`src/rtl/chs_pkg.sv`:
```
package chs_pkg;

  typedef enum logic [1:0] {
    ST_OK      = 2'd0,
    ST_TIMEOUT = 2'd1,
    ST_FAULT   = 2'd2
  } stat_e;

  typedef enum logic [2:0] {
    S_IDLE,
    S_CLEAR_CHK,
    S_ISSUE,
    S_WAIT_ACK,
    S_RELEASE,
    S_WAIT_DROP,
    S_FINISH
  } fsm_e;

endpackage

```
`src/rtl/chs_word_pack.sv`:
```
module chs_word_pack #(
  parameter int OPC_W  = 6,
  parameter int PORT_W = 8,
  parameter int DATA_W = 16,
  localparam int WORD_W = 2 + OPC_W + PORT_W + DATA_W
) (
  input  logic              req,
  input  logic              flag,
  input  logic [OPC_W-1:0]  opc,
  input  logic [PORT_W-1:0] port,
  input  logic [DATA_W-1:0] data,
  output logic [WORD_W-1:0] word
);
  // Top two bits are the handshake and qualifier flags, then the fields.
  assign word = {req, flag, opc, port, data};
endmodule

```
`src/rtl/chs_word_unpack.sv`:
```
module chs_word_unpack #(
  parameter int OPC_W  = 6,
  parameter int PORT_W = 8,
  parameter int DATA_W = 16,
  localparam int WORD_W = 2 + OPC_W + PORT_W + DATA_W
) (
  input  logic [WORD_W-1:0] word,
  output logic              hs_bit,
  output logic              flag,
  output logic [OPC_W-1:0]  opc,
  output logic [PORT_W-1:0] port,
  output logic [DATA_W-1:0] data
);
  assign {hs_bit, flag, opc, port, data} = word;
endmodule

```
`src/rtl/chs_poll_pacer.sv`:
```
module chs_poll_pacer #(
  parameter int POLL_GAP = 16,
  parameter int RETRIES  = 8,
  localparam int GW = (POLL_GAP > 1) ? $clog2(POLL_GAP) : 1,
  localparam int RW = $clog2(RETRIES + 1)
) (
  input  logic clk,
  input  logic rst_n,
  input  logic arm,      // restart pacing for a new wait phase
  input  logic active,   // owner is in a wait phase
  output logic sample,   // evaluate the remote words this cycle
  output logic last      // this sample is the final one allowed
);
  logic [RW-1:0] tries_q;

  generate
    if (POLL_GAP > 1) begin : g_gap
      logic [GW-1:0] gap_q;
      always_ff @(posedge clk) begin
        if (!rst_n || arm) begin
          gap_q <= '0;
        end else if (active) begin
          if (gap_q == '0) gap_q <= GW'(POLL_GAP - 1);
          else             gap_q <= gap_q - 1'b1;
        end
      end
      assign sample = active && (gap_q == '0);
    end else begin : g_nogap
      assign sample = active;
    end
  endgenerate

  always_ff @(posedge clk) begin
    if (!rst_n || arm)   tries_q <= '0;
    else if (sample)     tries_q <= tries_q + 1'b1;
  end

  assign last = (tries_q == RW'(RETRIES - 1));
endmodule

```
`src/rtl/cmd_handshake_req.sv`:
```
module cmd_handshake_req
  import chs_pkg::*;
#(
  parameter int OPC_W    = 6,
  parameter int PORT_W   = 8,
  parameter int DATA_W   = 16,
  parameter int POLL_GAP = 16,
  parameter int RETRIES  = 8,
  localparam int WORD_W  = 2 + OPC_W + PORT_W + DATA_W
) (
  input  logic              clk,
  input  logic              rst_n,
  input  logic              start,
  input  logic              cmd_set,
  input  logic [OPC_W-1:0]  cmd_opcode,
  input  logic [PORT_W-1:0] cmd_port,
  input  logic [DATA_W-1:0] cmd_data,
  output logic              busy,
  output logic              done,
  output logic [1:0]        status,
  output logic              rsp_valid,
  output logic [OPC_W-1:0]  rsp_opcode,
  output logic [PORT_W-1:0] rsp_port,
  output logic [DATA_W-1:0] rsp_data,
  output logic              cmd_wr_en,
  output logic [WORD_W-1:0] cmd_wr_data,
  input  logic [WORD_W-1:0] cmd_rd_data,
  input  logic [WORD_W-1:0] rsp_word
);

  fsm_e  state_q;
  stat_e err_q, status_q;

  logic              op_set_q;
  logic [OPC_W-1:0]  op_opc_q;
  logic [PORT_W-1:0] op_port_q;
  logic [DATA_W-1:0] op_data_q;

  logic              match_q, valid_q;
  logic [OPC_W-1:0]  cap_opc_q;
  logic [PORT_W-1:0] cap_port_q;
  logic [DATA_W-1:0] cap_data_q;

  // Response field split
  logic              rsp_ack, rsp_err;
  logic [OPC_W-1:0]  rsp_opc_f;
  logic [PORT_W-1:0] rsp_port_f;
  logic [DATA_W-1:0] rsp_data_f;

  chs_word_unpack #(.OPC_W(OPC_W), .PORT_W(PORT_W), .DATA_W(DATA_W)) rsp_split_i (
    .word   (rsp_word),
    .hs_bit (rsp_ack),
    .flag   (rsp_err),
    .opc    (rsp_opc_f),
    .port   (rsp_port_f),
    .data   (rsp_data_f)
  );

  // Only the request bit of the shared command register matters here.
  logic rd_req;
  logic unused_rd;
  assign rd_req    = cmd_rd_data[WORD_W-1];
  assign unused_rd = ^cmd_rd_data[WORD_W-2:0];

  // Outgoing command word
  logic issue_req;
  assign issue_req = (state_q == S_ISSUE);

  chs_word_pack #(.OPC_W(OPC_W), .PORT_W(PORT_W), .DATA_W(DATA_W)) cmd_build_i (
    .req  (issue_req),
    .flag (op_set_q),
    .opc  (op_opc_q),
    .port (op_port_q),
    .data (op_data_q),
    .word (cmd_wr_data)
  );

  assign cmd_wr_en = (state_q == S_ISSUE) || (state_q == S_RELEASE);

  // Poll pacing shared by the three wait phases
  logic poll_arm, poll_active, poll_sample, poll_last;
  logic accept;

  assign accept      = (state_q == S_IDLE) && start;
  assign poll_arm    = accept || (state_q == S_ISSUE) || (state_q == S_RELEASE);
  assign poll_active = (state_q == S_CLEAR_CHK) || (state_q == S_WAIT_ACK) ||
                       (state_q == S_WAIT_DROP);

  chs_poll_pacer #(.POLL_GAP(POLL_GAP), .RETRIES(RETRIES)) pacer_i (
    .clk    (clk),
    .rst_n  (rst_n),
    .arm    (poll_arm),
    .active (poll_active),
    .sample (poll_sample),
    .last   (poll_last)
  );

  // Sequencer
  always_ff @(posedge clk) begin
    if (!rst_n) begin
      state_q    <= S_IDLE;
      err_q      <= ST_OK;
      status_q   <= ST_OK;
      op_set_q   <= 1'b0;
      op_opc_q   <= '0;
      op_port_q  <= '0;
      op_data_q  <= '0;
      match_q    <= 1'b0;
      valid_q    <= 1'b0;
      cap_opc_q  <= '0;
      cap_port_q <= '0;
      cap_data_q <= '0;
    end else begin
      case (state_q)
        S_IDLE: begin
          if (start) begin
            op_set_q  <= cmd_set;
            op_opc_q  <= cmd_opcode;
            op_port_q <= cmd_port;
            op_data_q <= cmd_data;
            err_q     <= ST_OK;
            match_q   <= 1'b0;
            valid_q   <= 1'b0;
            state_q   <= S_CLEAR_CHK;
          end
        end

        S_CLEAR_CHK: begin
          if (poll_sample) begin
            if (!rd_req && !rsp_ack) begin
              state_q <= S_ISSUE;
            end else if (poll_last) begin
              status_q <= ST_TIMEOUT;
              state_q  <= S_FINISH;
            end
          end
        end

        S_ISSUE: state_q <= S_WAIT_ACK;

        S_WAIT_ACK: begin
          if (poll_sample) begin
            if (rsp_err) begin
              err_q   <= ST_FAULT;
              state_q <= S_RELEASE;
            end else if (rsp_ack) begin
              if (rsp_opc_f == op_opc_q) begin
                match_q    <= 1'b1;
                cap_opc_q  <= rsp_opc_f;
                cap_port_q <= rsp_port_f;
                cap_data_q <= rsp_data_f;
              end else begin
                err_q <= ST_FAULT;
              end
              state_q <= S_RELEASE;
            end else if (poll_last) begin
              err_q   <= ST_TIMEOUT;
              state_q <= S_RELEASE;
            end
          end
        end

        S_RELEASE: state_q <= S_WAIT_DROP;

        S_WAIT_DROP: begin
          if (poll_sample) begin
            if (!rsp_ack) begin
              status_q <= err_q;
              valid_q  <= match_q;
              state_q  <= S_FINISH;
            end else if (poll_last) begin
              // Earlier failure takes precedence over the release timeout.
              status_q <= (err_q != ST_OK) ? err_q : ST_TIMEOUT;
              valid_q  <= match_q;
              state_q  <= S_FINISH;
            end
          end
        end

        S_FINISH: state_q <= S_IDLE;

        default: state_q <= S_IDLE;
      endcase
    end
  end

  assign busy       = (state_q != S_IDLE);
  assign done       = (state_q == S_FINISH);
  assign status     = status_q;
  assign rsp_valid  = valid_q;
  assign rsp_opcode = cap_opc_q;
  assign rsp_port   = cap_port_q;
  assign rsp_data   = cap_data_q;

endmodule

```
`config.mk`:
```
export PLATFORM = sky130hd
export DESIGN_NAME = cmd_handshake_req
export DESIGN_NICKNAME = d
export VERILOG_FILES = /design/src/rtl/chs_pkg.sv /design/src/rtl/chs_word_pack.sv /design/src/rtl/chs_word_unpack.sv /design/src/rtl/chs_poll_pacer.sv /design/src/rtl/cmd_handshake_req.sv
export SDC_FILE = /design/constraint.sdc
export NUM_CORES = 1
export LEC_CHECK = 0
export ABC_AREA = 1
export BUFFER_PORTS_ARGS = -buffer_cell sky130_fd_sc_hd__buf_2
export CORE_MARGIN = 1
export CORE_UTILIZATION = 45
export DETAILED_ROUTE_END_ITERATION = 16
export PLACE_DENSITY = 0.79
export SYNTH_ARGS = -nofsm -noshare
export SYNTH_HDL_FRONTEND = slang
export SYNTH_SLANG_ARGS = --single-unit
```
`constraint.sdc`:
```
create_clock -name clk -period 1.96 [get_ports clk]
set_input_delay 0.49 -clock clk [delete_from_list [all_inputs] [get_ports clk]]
set_output_delay 0.49 -clock clk [all_outputs]
set_load 0.01 [all_outputs]
```
== Yosys cells after proc, flatten, opt, wreduce, memory -nomap -nowiden ==
Cells that the tools add are included.

* Logic and storage cells: 99
* Output and inout port bits: 68
* Bits of input ports: 98
* Register bits: 78

* Muxes and demuxes: 36
* Reductions and logical operators: 26
* Add/subtract/negate cells: 2
* Bitwise logic cells: 1
* Equal/unequal tests: 20

{| class="wikitable"
|+ Operator list
! kind !! number
|-
| 3-bit 2-to-1 mux || 10
|-
| 2-bit 2-to-1 mux || 12
|-
| 3-bit case mux with 6 select lines || 1
|-
| 5-bit AND reduction || 3
|-
| 6-bit AND reduction || 2
|-
| 2-bit by 1-bit inequality test with 1-bit output (second input constant) || 5
|-
| 3-bit equality test (second input constant) || 3
|-
| 1-bit 2-to-1 mux || 8
|-
| 2-bit inequality test (second input constant) || 4
|-
| 2-bit case mux with 2 select lines || 2
|-
| 2-bit nonzero test || 4
|-
| 3-bit by 2-bit equality test with 1-bit output (second input constant) || 2
|-
| 6-bit equality test || 1
|-
| 1-bit logical OR || 6
|-
| 4-bit by 1-bit adder with 4-bit output (second input constant) || 1
|-
| 4-bit by 3-bit equality test with 1-bit output (second input constant) || 1
|-
| 4-bit logical NOT || 1
|-
| 4-bit 2-to-1 mux || 1
|-
| 4-bit by 3-bit inequality test with 1-bit output (second input constant) || 1
|-
| 4-bit inequality test (second input constant) || 1
|-
| 1-bit case mux with 2 select lines || 2
|-
| 4-bit AND reduction || 1
|-
| 4-bit by 1-bit subtractor with 4-bit output (second input constant) || 1
|-
| 3-bit by 1-bit equality test with 1-bit output (second input constant) || 1
|-
| 7 further kinds || 11
|}

== Depth between registers and ports, before layout ==
* Word-level depth: 6
* Mapped depth: 11
* Mapped depth without buffers: 10

== Modules after synthesis ==
A second synthesis with hierarchy kept.

* Cells, all modules: 515
* Area, all modules: 3922.5 um^2

{| class="wikitable"
|+ By module, submodules not included
! module !! area an instance (um^2) !! cells an instance !! times used !! seq. area each (um^2)
|-
| cmd_handshake_req || 3047.9 || 393 || 1 || 1401.3
|-
| chs_poll_pacer || 394.1 || 58 || 1 || 160.2
|-
| chs_word_pack || 240.2 || 32 || 1 || 0.0
|-
| chs_word_unpack || 240.2 || 32 || 1 || 0.0
|}

== Worst setup path after synthesis ==
No wires, ideal clock.

* Kind: flip-flop to flip-flop
* From: register pacer_i.g_gap.gap_q[0]
* To: register cap_data_q[15] (netlist: rsp_data[15])
* Setup slack: 462 ps
* Arrival time: 1385 ps
* Library setup time: 113 ps
* Clock period less this slack: 1498 ps
* Cell stages (with the launch flop): 9
* Path buffers: 1
* Required time: 1847 ps
* Cells stage by stage: dfxtp_1 -> inv_1 -> ha_1 -> nand3_1 -> nor2_2 -> nand3_1 -> buf_2 -> nor2_1 -> nor2_1

* Cells in the longest elaborated chain, start to end: 3

{| class="wikitable"
|+ Ends and longest elaborated chain
! what !! RTL line !! text
|-
| start, declared || chs_poll_pacer.sv:18 || <nowiki>logic [GW-1:0] gap_q;</nowiki>
|-
| start signal, assigned || chs_poll_pacer.sv:23 || <nowiki>if (gap_q == '0) gap_q <= GW'(POLL_GAP - 1);</nowiki>
|-
| start signal, assigned || chs_poll_pacer.sv:24 || <nowiki>else gap_q <= gap_q - 1'b1;</nowiki>
|-
| 4-bit logical NOT || chs_poll_pacer.sv:27 || <nowiki>assign sample = active && (gap_q == '0);</nowiki>
|-
| 1-bit logical AND || chs_poll_pacer.sv:27 ||
|-
| 5-bit AND reduction (no line) || -- ||
|-
| end signal, assigned || cmd_handshake_req.sv:151 || <nowiki>cap_data_q <= rsp_data_f;</nowiki>
|-
| end, declared || cmd_handshake_req.sv:42 || <nowiki>logic [DATA_W-1:0] cap_data_q;</nowiki>
|}

No other way between the ends.
A chain may end at the register's enable or synchronous reset.

== Final worst setup path ==
* From: register state_q[1]
* To: output port cmd_wr_en

* Cells in the longest elaborated chain, start to end: 2
* Elaborated cells between the ends (all ways): 3
* Those cells by class: eq/ne (2); reduce/logical (1)

{| class="wikitable"
|+ Ends and longest elaborated chain
! what !! RTL line !! text
|-
| start, declared || cmd_handshake_req.sv:31 || <nowiki>fsm_e state_q;</nowiki>
|-
| start signal, assigned || cmd_handshake_req.sv:101 || <nowiki>state_q <= S_IDLE;</nowiki>
|-
| start signal, assigned || cmd_handshake_req.sv:124 || <nowiki>state_q <= S_CLEAR_CHK;</nowiki>
|-
| start signal, assigned || cmd_handshake_req.sv:131 || <nowiki>state_q <= S_ISSUE;</nowiki>
|-
| 3-bit by 2-bit equality test with 1-bit output / 3-bit equality test (equally long branches) || cmd_handshake_req.sv:78 || <nowiki>assign cmd_wr_en = (state_q == S_ISSUE) || (state_q == S_RELEASE);</nowiki>
|-
| 1-bit logical OR * || cmd_handshake_req.sv:78 ||
|-
| end, declared || cmd_handshake_req.sv:25 || <nowiki>output logic cmd_wr_en,</nowiki>
|}

Mark *: on every way between the ends. The rest lies on a longest branch, timed or not.

==> metrics.md <==
| Metric | Value |
|---|---|
| RR Startpoint | pacer_i.g_gap.gap_q[0]$_SDFFE_PP0N_ |
| Largest fanout on the critical path | 4 |
| Clock Power Share | 0.326 |
| Avg WL per Cell | 11.7 um |
| Peak VDD IR | 441 uV |
| Max Buffers Root-to-Sink | 2 |
| Die Y | 87.4 um |
| Initial Utilization | 0.475 |
| Worst Max-Slew Pin Slew | 0.380 ns |
| # nets final | 681 |
| Final clock skew | 0.00908 ns |
| Post-synth EDFFs | 0 |
| Critical Path End Type | output pin |
| Async SR Flop Fraction | 0 |
| Fill cells | 646 |
| Critical path required time | 1.47 ns |
| Worst skew pair latency | 0.33 ns |
| CP max stage delay | 0.42 ns |
| Synth unique cells | 28 |
| Cell-by-cell trace of the critical path | inv_1, nor3_2, inv_1, nand2_1, buf_2 |
| CTS tree | yes |
| Yosys Warn Count | 0 |
| Hold Startpoint | rsp_word[19] |
| Part of the power in registers | 0.492 |
| Syn Nets | 551 |
| Antenna violations before repair | 0 |
| Final worst-path cycle share | 0.928 |
| R2R Path End | rsp_data[1]$_SDFFE_PN0P_ |
| Adder-cell area share of the yosys netlist | 0.00763 |
| CORE AREA | 6910 um^2 |
| Endpoints failing hold | 0 |
| Vias in the first global route | 2962 |
| Antenna diode count | 0 |
| DP Wirelength | 5800 um |
| Slowest stage cell, crit path | dfxtp_1 |
| Slew Viols, Final | 0 |
| Crit path launch type | register |
| Combinational share of power | 0.182 |
| Share of cells above drive strength 1 | 0.297 |
| Max-Cap Viols | 0 |
| Most frequent cells in the layout | buf_2 (134), nor2_1 (128), dfxtp_1 (78) |
| Synth Area in Simple Gates | 0.270 |
| Run status | completed |
| HP Class | in2reg |
| Post-layout minimum cycle time | 1.82 ns |
| P_leak | 0.00216 uW |
| RSZ-0062 raised after global routing | no |
| FP Rows | 30 |
| Placer Congestion | 0.907 |
| Setup TNS | 0 ns |
| Primary FF master, synth | dfxtp_1 |
| Clock sinks | 78 |
| Syn Area/Cell | 7.27 um^2 |
| Cell depth of the worst hold path | 3 |
| Global-route usage over all layers | 0.212 |
| Layout area overhead | 27.6% |
| Commonest non-fill, non-tap cell in the layout | buf_2 |
| Post-Synthesis Cells | 451 |
| Net Switching | 1050 uW |
| Switching share of power | 0.293 |
| Post-Synth XOR/XNOR Area | 0 |
| Pint | 2530 uW |
| Mux share of post-synthesis cell area | 0 |
| CP Data Arrival Time | 1.33 ns |
| Seq/Total Area, Yosys | 0.476 |
| Clk slew on worst S/H paths | 0.08 ns |
| CTS Buf Count | 9 |
| WHS | 0.372 ns |
| Root buf cell | clkbuf_8 |
| Compound-cell area share of the yosys netlist | 0.155 |
| Largest net degree at the start of global routing | 35 |
| Register bit total from synthesis | 78 |
| DRT Wirelength | 7960 um |
| Slew headroom | 0.745 |
| Vias per cell | 4.79 |
| First-pass GRT wire length | 12900 um |
| First DRT Iteration DRCs | 187 |
| Hold endpoint | rsp_port[3]$_SDFFE_PN0P_ |
| Synthesized area | 3280 um^2 |
| Die span in x | 87.4 um |
| Port buffer count | 134 |
| Cts hold-fix bufs | 0 |
| PwrDens | 855 nW/um^2 |
| DRT antenna net count | 0 |
| GR Overflow Total | 0 |
| FMAX | 550 MHz |
| Critical path's most frequent cell | inv_1 |
| H-tree depth | 3 |
| Via count | 3263 |
| Detailed Routing Iterations Pass 1 | 4 |
| DRC Markers | 0 |
| # IOs | 166 |
| Final setup viols | 0 |
| Main combinational cell family by area after synthesis | simple AND/OR/NAND/NOR gates |
| Reg2reg setup slack | 0.22 ns |
| Die Area | 7630 um^2 |
| Setup Crit Path Kind | reg2out |
| Worst-case reg-to-reg path depth | 9 |
-- power groups by stage --
stage / registers (uW) / clock network, uW / logic [uW]
3_3_place_gp: 1790 / 0 / 630
4_1_cts: 1760 / 1200 / 648
6_report: 1760 / 1170 / 649
3_5_place_dp: 1790 / 0 / 647
2_1_floorplan: 1830 / 0 / 374
5_1_grt: 1780 / 1270 / 736
-- timing repair --
item / CTS / global route
setup buffers: 0 / 0
resized for setup: 0 / 3
setup endpoints to repair: 0 / 8
-- critical path: cells and delay by family, from the launching register on --
family	cells	cell delay, ns
buffers and inverters	3	0.36
AND/OR/NAND/NOR	2	0.22
flip-flops	1	0.42
-- layout make-up --
type / instances / area, um^2 / share of cell area
clock buffer: 10 / 128 / 0.0305
clock inverter: 5 / 60.1 / 0.0144
inverter: 41 / 154 / 0.0368
multi-input combinational: 311 / 1430 / 0.342
sequential: 78 / 1560 / 0.373
tap: 96 / 120 / 0.0287
timing repair buffer: 140 / 728 / 0.174
-- routing by layer --
metal / track usage / routed length [um]
met5: 0 / 0
met4: 0.0805 / 89
met3: 0.0427 / 471
met2: 0.367 / 3700
met1: 0.259 / 3700
-- state kept, by name, summed over array words and instances (netlist names) --
name,flops
rsp_opcode,6
err_q,2
rsp_data,16
op_port_q,8
pacer_i.g_gap.gap_q,4
status,2
rsp_port,8
state_q,3
rsp_valid,1
op_set_q,1
op_opc_q,6
op_data_q,16
pacer_i.tries_q,4
match_q,1
-- how the worst max path moves through the flow --
stage / from / depth (start not counted) / slack (ns) / endpoint
after global placement: rsp_word[31] / 10 / 0.24 / rsp_opcode[4]$_SDFFE_PN0P_
after global routing: state_q[1]$_SDFFE_PN0P_ / 5 / 0.003 / cmd_wr_en
after CTS: state_q[1]$_SDFFE_PN0P_ / 5 / 0.1 / cmd_wr_en
final: state_q[1]$_SDFFE_PN0P_ / 5 / 0.14 / cmd_wr_en
after detailed placement: rsp_word[31] / 10 / 0.19 / rsp_data[1]$_SDFFE_PN0P_
after floorplan: pacer_i.g_gap.gap_q[0]$_SDFFE_PP0N_ / 8 / 0.46 / rsp_data[15]$_SDFFE_PN0P_
-- synthesized netlist by cell type, types with 4 or more instances --
library cell | count | area [um^2]
a21oi_1 | 25 | 125
buf_2 | 4 | 20.0
buf_6 | 7 | 78.8
clkbuf_1 | 5 | 18.8
dfxtp_1 | 78 | 1560
inv_1 | 37 | 139
inv_2 | 4 | 15.0
nand2_1 | 41 | 154
nand2_2 | 4 | 25.0
nand3_1 | 16 | 80.1
nand4_1 | 5 | 31.3
nor2_1 | 129 | 484
nor3_1 | 4 | 20.0
o21ai_0 | 39 | 195
o21ai_1 | 30 | 150
-- per-stage QoR --
step	power (uW)	cells	worst slack (ns)	area, um^2	util
3_5_place_dp	2440	666	0.190	3980	0.576
3_3_place_gp	2420	666	0.239	3980	0.576
5_1_grt	3780	681	0.00300	4180	0.605
4_1_cts	3610	681	0.0954	4170	0.604
2_1_floorplan	2210	451	0.462	3280	-
6_report	3580	681	0.141	4180	0.605
-- cells by family after synthesis --
| kind of cell | count (synthesis) |
|---|---|
| and+or+nand+nor | 210 |
| buffers and inverters | 62 |
| adders and majority gates | 2 |
| DFF | 78 |
| AOI/OAI and AO/OA | 99 |
Power figures use the tool's default switching activity.
